==> src/rtl/stereo_ramp_vol.sv <==
module stereo_ramp_vol #(
  parameter int DW        = 24,
  parameter int VW        = 8,
  parameter int RAMP_MAX  = 912,
  parameter int SLOW_MUL  = 4,
  parameter int UNITY     = 48
) (
  input  logic                 clk,
  input  logic                 rst_n,
  input  logic                 fs_stb,
  input  logic                 slow_ramp,
  input  logic [VW-1:0]        vol_l,
  input  logic [VW-1:0]        vol_r,
  input  logic signed [DW-1:0] in_l,
  input  logic signed [DW-1:0] in_r,
  output logic signed [DW-1:0] out_l,
  output logic signed [DW-1:0] out_r,
  output logic                 out_vld,
  output logic [VW-1:0]        cur_l,
  output logic [VW-1:0]        cur_r
);
  localparam int MFB     = 15;
  localparam int HEADOCT = 4;
  localparam int BASE_SH = MFB - HEADOCT;
  localparam int MUTE    = (1 << VW) - 1;
  localparam int IV      = RAMP_MAX / MUTE;
  localparam int IV_SLOW = IV * SLOW_MUL;
  localparam int CW      = $clog2(IV_SLOW + 1);
  localparam int PW      = DW + MFB + 2;
  localparam logic signed [PW-1:0] HI = {{(PW-DW+1){1'b0}}, {(DW-1){1'b1}}};
  localparam logic signed [PW-1:0] LO = {{(PW-DW+1){1'b1}}, {(DW-1){1'b0}}};

  function automatic logic [MFB:0] mant(input logic [3:0] r);
    case (r)
      4'd1:    mant = 16'd30929;
      4'd2:    mant = 16'd29193;
      4'd3:    mant = 16'd27554;
      4'd4:    mant = 16'd26008;
      4'd5:    mant = 16'd24548;
      4'd6:    mant = 16'd23170;
      4'd7:    mant = 16'd21870;
      4'd8:    mant = 16'd20643;
      4'd9:    mant = 16'd19484;
      4'd10:   mant = 16'd18390;
      4'd11:   mant = 16'd17358;
      default: mant = 16'd32768;
    endcase
  endfunction

  function automatic logic signed [DW-1:0] scale(input logic signed [DW-1:0] x,
                                                 input logic [VW-1:0] c);
    logic [VW-1:0]          q;
    logic [3:0]             r;
    logic signed [PW-1:0]   p;
    logic signed [PW-1:0]   s;
    q = c / VW'(12);
    r = 4'(c % VW'(12));
    p = {{(PW-DW){x[DW-1]}}, x} * $signed({{(PW-MFB-1){1'b0}}, mant(r)});
    s = p >>> (VW'(BASE_SH) + q);
    if (c == VW'(MUTE))  scale = '0;
    else if (s > HI)     scale = HI[DW-1:0];
    else if (s < LO)     scale = LO[DW-1:0];
    else                 scale = s[DW-1:0];
  endfunction

  logic [CW-1:0]        ivm1;
  logic [VW-1:0]        tgt_v [2];
  logic signed [DW-1:0] x_v   [2];
  logic [VW-1:0]        cur_v [2];
  logic signed [DW-1:0] y_v   [2];

  assign ivm1     = slow_ramp ? CW'(IV_SLOW - 1) : CW'(IV - 1);
  assign tgt_v[0] = vol_l;
  assign tgt_v[1] = vol_r;
  assign x_v[0]   = in_l;
  assign x_v[1]   = in_r;
  assign cur_l    = cur_v[0];
  assign cur_r    = cur_v[1];
  assign out_l    = y_v[0];
  assign out_r    = y_v[1];

  for (genvar ch = 0; ch < 2; ch++) begin : g_ch
    logic [VW-1:0]        cur;
    logic [CW-1:0]        cnt;
    logic signed [DW-1:0] y;

    always_ff @(posedge clk) begin
      if (!rst_n) begin
        cur <= VW'(UNITY);
        cnt <= '0;
        y   <= '0;
      end else if (fs_stb) begin
        y <= scale(x_v[ch], cur);
        if (cur == tgt_v[ch]) begin
          cnt <= '0;
        end else if (cnt >= ivm1) begin
          cnt <= '0;
          cur <= (cur < tgt_v[ch]) ? cur + 1'b1 : cur - 1'b1;
        end else begin
          cnt <= cnt + 1'b1;
        end
      end
    end

    assign cur_v[ch] = cur;
    assign y_v[ch]   = y;
  end

  always_ff @(posedge clk) begin
    if (!rst_n) out_vld <= 1'b0;
    else        out_vld <= fs_stb;
  end
endmodule

==> config.mk <==
export PLATFORM = sky130hd
export DESIGN_NAME = stereo_ramp_vol
export DESIGN_NICKNAME = d
export VERILOG_FILES = /design/src/rtl/stereo_ramp_vol.sv
export SDC_FILE = /design/constraint.sdc
export NUM_CORES = 2
export LEC_CHECK = 0
export ABC_AREA = 1
export BUFFER_PORTS_ARGS = -buffer_cell sky130_fd_sc_hd__clkbuf_2
export CORE_ASPECT_RATIO = 0.6
export CORE_UTILIZATION = 60
export CTS_CLUSTER_DIAMETER = 80
export CTS_CLUSTER_SIZE = 28
export DETAILED_ROUTE_END_ITERATION = 8
export HOLD_SLACK_MARGIN = 0.15
export PLACE_DENSITY = 0.87
export SYNTH_ARGS = -nofsm -noshare
export SYNTH_HDL_FRONTEND = slang
export SYNTH_SLANG_ARGS = --single-unit
export TNS_END_PERCENT = 1
==> constraint.sdc <==
create_clock -name clk -period 23.5 [get_ports clk]
set_input_delay 4.7 -clock clk [delete_from_list [all_inputs] [get_ports clk]]
set_output_delay 4.7 -clock clk [all_outputs]
set_load 0.01 [all_outputs]
[Yosys cells after proc, flatten, opt, wreduce, memory -nomap -nowiden]
Memories as Yosys holds them, arrays and structs flattened.
Index checks and enable logic that the tools add are counted.
Word-level totals
  bits in registers: 73
  ROM bits: 512
  logic and storage cells: 58
  memories kept: 2
Memories
  (name not given): depth 16, width 16, rd ports 1, clocked after memory_dff 0, write ports 0, line 34  | case (r)
  (name not given): depth 16, width 16, rd ports 1, clocked after memory_dff 0, write ports 0, line 34
Operators by class
  add/sub/neg operators: 8
  multipliers: 2
  divide/modulo/power cells: 4
  magnitude comparators: 8
  eq/ne operators: 4
  shift-type cells: 2
  multiplexer cells: 17
  bitwise logic cells: 2
  reductions and logical operators: 2
Operators by type and width (count)
  2-to-1 mux 24 bit: 6
  greater-than comparator 41 x 24 -> 1 bit (second input constant): 2
  less-than comparator 41 x 24 -> 1 bit (second input constant): 2
  multiplier 24 x 17 -> 41 bit: 2
  >>> shifter 41 x 8 -> 41 bit: 2
  2-to-1 mux 16 bit: 4
  2-to-1 mux 4 bit: 5
  adder 4 x 8 -> 8 bit (first input constant): 2
  adder 8 x 1 -> 8 bit (second input constant): 2
  divider 8 x 4 -> 8 bit (second input constant): 2
  == test 8 bit: 2
  == test 8 bit (second input constant): 2
  less-than comparator 8 bit: 2
  remainder unit 8 x 4 -> 8 bit (second input constant): 2
  2-to-1 mux 8 bit: 2
  subtractor 8 x 1 -> 8 bit (second input constant): 2
  adder 4 x 1 -> 4 bit (second input constant): 2
  greater-or-equal comparator 4 bit: 2
  AND reduction 3 bit: 2
  inverter 1 bit: 2

[Longest topological paths before layout]
An unclocked memory read counts as a cell.
  depth after elaboration: 10
  depth in mapped cells: 66
  mapped depth without buffers: 63

[Worst setup path before layout]
No wires, ideal clock.
  path kind: input to register
  from: input port in_l[23]
  to: register g_ch[0].y[10], in the netlist out_l[10]
  setup time: 0.132 ns
  data arrival time: 11.773 ns
  required time: 23.368 ns
  setup slack: 11.595 ns
  stages: 38
  buffers on the path: 2
  cell sequence: buf_1 -> clkinv_1 -> nor2_1 -> inv_1 -> fa_1 -> fa_1 -> inv_1 -> fa_1 -> inv_1 -> fa_1 -> fa_1 -> fa_1 -> inv_1 -> ha_1 -> inv_1 -> nor3_1 -> inv_1 -> nor3_1 -> [2 not listed] -> nand2_1 -> nand2_1 -> inv_2 -> nand2_1 -> nand2_1 -> nand2_1 -> nand2_1 -> o21ai_1 -> inv_1 -> a21oi_1 -> nand2_1 -> nor2_1 -> nand3_1 -> nand2_1 -> buf_2 -> nand2_1 -> nand2_1 -> a21oi_1
Between the ends
  word-level cells in the longest chain between the ends: 6
  elaborated cells between the ends (all ways): 7
  those cells by class: 1 x mul; 2 x order compare; 1 x shift; 3 x mux
Ends and longest elaborated chain
  start, declared: line 14  | input logic signed [DW-1:0] in_l,
  multiplier 24 x 17 -> 41 bit (*): line 58  | p = {{(PW-DW){x[DW-1]}}, x} * $signed({{(PW-MFB-1){1'b0}}, mant(r)});
  >>> shifter 41 x 8 -> 41 bit (*): line 59  | s = p >>> (VW'(BASE_SH) + q);
  less-than comparator 41 x 24 -> 1 bit: line 62  | else if (s < LO) scale = LO[DW-1:0];
  2-to-1 mux 24 bit: line 62
  2-to-1 mux 24 bit (*): line 61  | else if (s > HI) scale = HI[DW-1:0];
  2-to-1 mux 24 bit (*): line 60  | if (c == VW'(MUTE)) scale = '0;
  end signal, assigned: line 93  | y <= scale(x_v[ch], cur);
  end, declared: line 85  | logic signed [DW-1:0] y;
Mark *: on every way between the ends. The rest lies on a longest branch, timed or not.
A chain may end at the register's enable or synchronous reset.

[Final worst setup path]
  from: input port in_r[23]
  to: register g_ch[1].y[2], in the netlist out_r[2]
Between the ends
  word-level cells in the longest chain between the ends: 6
  elaborated cells between the ends (all ways): 7
  those cells by class: 1 x mul; 2 x order compare; 1 x shift; 3 x mux
Ends and longest elaborated chain
  start, declared: line 15  | input logic signed [DW-1:0] in_r,
  multiplier 24 x 17 -> 41 bit (*): line 58
  >>> shifter 41 x 8 -> 41 bit (*): line 59
  less-than comparator 41 x 24 -> 1 bit: line 62
  2-to-1 mux 24 bit: line 62
  2-to-1 mux 24 bit (*): line 61
  2-to-1 mux 24 bit (*): line 60
  end signal, assigned: line 93
  end, declared: line 85
Marks and branches as above.

==> metrics <==
mapped cell area=39500 sq um; final-report setup violation count=0; die width=333 um; Yosys warnings=0; R2R Setup Slk=10.76 ns; buffer count from post-CTS setup fixing=0; delay-heaviest family, CP=adder cells; H-tree Lvls=3; unrepaired setup endpoints after global routing=no; first-pass detailed-route iteration total=9; clk_skew=0.0107 ns; Final Cycle Share=0.562; status=finished, violations left; IO Pins=133; Hold Crit Class=reg -> reg; Nets=approximately 6900; FFs w/ async S/R, synth=0; DRC=10; Die H=201 um; CTS tree=done; Synth Instances=slightly below 6000; Post-CTS Hold Buffers=0; GR Util All Layers=0.390; Crit Path Category=in -> reg; Arr. time, crit path=13.48 ns; Clock Sinks=73; max_cap viols=0; total gr overflow=0; Die Footprint=67000 sq um; Vias/cell=5.78; Worst Setup Start Kind=input pin; vias in the first global route=37300; Reg clk slew, reported paths=0.07 ns; first-pass GRT wire length=204000 um; Starting Density=0.611; setup TNS=0 ns; Mapped Avg Cell Area=about 7 sq um; CP dominant cell by count=nand2_1; Core Box Area=64800 sq um; syn_nets=6889; Port Buffers=132; via count=~38000; drt wl/cell=19.3 um; most frequently used flop master after synthesis=dfxtp_1; Skew-Pair Late Insertion Delay=0.35 ns; crit end category=register; Seq/Total Area, Yosys=0.0370; f_max=0.0757 GHz; drt initial violations=between 5000 and 6000; initial antenna violation count=1; clk buf depth=2; Tightest Pin Transition=about 1.2 ns; slew margin rel.=0.187; CP bufs+invs=7; CP required=between 20 and 25 ns; gp weighted congestion=1.07; clock root buffer=clkbuf_16; Post-Route WL=~130000 um; Worst Path Max Fanout=23; crit path time final=about 13 ns; failing checks=design-rule violations; CP max stage delay=between 0.7 and 0.8 ns; Yosys reg bits=73; Layout area overhead=3.64%; Final Hold Fails=0; slowest CP cell=fa_1; Cell Rows=72; Post-synth EDFFs=0; Slew Limit Fails=0; Antenna Violating Nets Remaining=0; Yosys cell types=52; layout cell share with drive strength beyond 1=0.0387; detailed placement HPWL=106000 um; largest net degree at the start of global routing=60; total CTS buffers=9; post-CTS sizing=0
==> metal layers <==
metal,vias up,share of wire,global-route usage
li1,17200,-,-
met1,18100,0.43,0.608
met2,2780,0.36,0.494
met3,245,0.18,0.174
met4,2,0.019,0.0565
met5,-,0.000086,0
==> flip-flops by register name, indices dropped and copies added, names as in the netlist <==
name and count:
out_vld 1, out_r 24, g_ch.cnt 8, cur_r 8, out_l 24, cur_l 8
==> kinds of logic after synthesis <==
group / after synthesis / share of synthesized area
muxes: 4 / 0.00101
and+or+nand+nor: 2706 / 0.278
buffers and inverters: 1522 / 0.147
DFF: 73 / 0.0370
adders and majority gates: 1010 / 0.463
xor gates and xnor gates: 63 / 0.0140
AOI/OAI and AO/OA: 433 / 0.0597
==> placed cells by master, fill, tap and decap left out, drive strengths merged, types with 3 or more instances in the layout <==
cell type / synthesis / routed
o22ai: 5 / 5
nor4: 3 / 3
o21ai: 165 / 165
buf: 81 / 30
mux2i: 4 / 4
o211ai: 17 / 17
a21o: 4 / 4
dfxtp: 73 / 73
inv: 1301 / 1301
o21bai: 11 / 11
nor2: 561 / 561
nand3: 445 / 445
ha: 254 / 254
clkinv: 16 / 19
a21oi: 188 / 188
or2: 6 / 6
a31oi: 22 / 22
nand4: 27 / 27
bufinv: 0 / 3
nand3b: 12 / 12
and2: 5 / 5
xnor2: 27 / 27
clkbuf: 124 / 142
nand2: 1624 / 1624
xor2: 36 / 36
a211oi: 9 / 9
nor3: 20 / 20
fa: 756 / 756
==> layout make-up <==
type | instances | area, sq um
fill | 5856 | 23800
tap | 851 | 1060
clock inverter | 6 | 116
inverter | 1317 | 4950
clock buffer | 10 | 229
sequential | 73 | 1460
multi-input combinational | 4216 | 32300
timing repair buffer | 162 | 886
antenna | 1 | 2.50
==> synthesized netlist by cell type (22+ instances only) <==
library cell	n	area share
nand3_1	440	0.056
nand2_1	1611	0.15
fa_1	756	0.38
inv_1	1287	0.12
clkbuf_1	124	0.012
xor2_1	36	0.0080
dfxtp_1	73	0.037
o21ai_0	152	0.019
a31oi_1	22	0.0035
nand4_1	27	0.0043
xnor2_1	27	0.0060
a21oi_1	187	0.024
nor2_1	557	0.053
buf_1	36	0.0034
ha_1	254	0.080
buf_2	34	0.0043
==> stage by stage <==
| step | area, sq um | hold slack, ns | setup WS [ns] | util | instances |
|---|---|---|---|---|---|
| 6_report | 41000 | 0.466 | 10.29 | 0.633 | 6636 |
| 5_1_grt | 41000 | 0.494 | 9.74 | 0.633 | 6635 |
| 4_1_cts | 41000 | 0.469 | 10.54 | 0.633 | 6635 |
| 3_5_place_dp | 40600 | 0.456 | 10.22 | 0.627 | 6619 |
| 3_3_place_gp | 40600 | 0.452 | 10.43 | 0.627 | 6619 |
| 2_1_floorplan | 39500 | 0.474 | 11.60 | - | 5811 |
==> worst min-delay path: stages (launching register included) <==
cell and delay, ns:
dfxtp_1 0.31, nand2_1 0.06, a21oi_1 0.05
==> worst paths after layout <==
path	from	endpoint	cells past startpoint
worst max-delay path	in_r[23]	out_r[2]$_SDFFE_PN0P_	34
worst min-delay path	out_l[3]$_SDFFE_PN0P_	out_l[3]$_SDFFE_PN0P_	2
worst max register to register	cur_r[6]$_SDFFE_PN0P_	out_r[2]$_SDFFE_PN0P_	49
worst min register to register	out_l[3]$_SDFFE_PN0P_	out_l[3]$_SDFFE_PN0P_	2
Power is left out: the tool's default activity adds up to more than one toggle a clock period on the data nets, which glitch-free logic cannot reach.
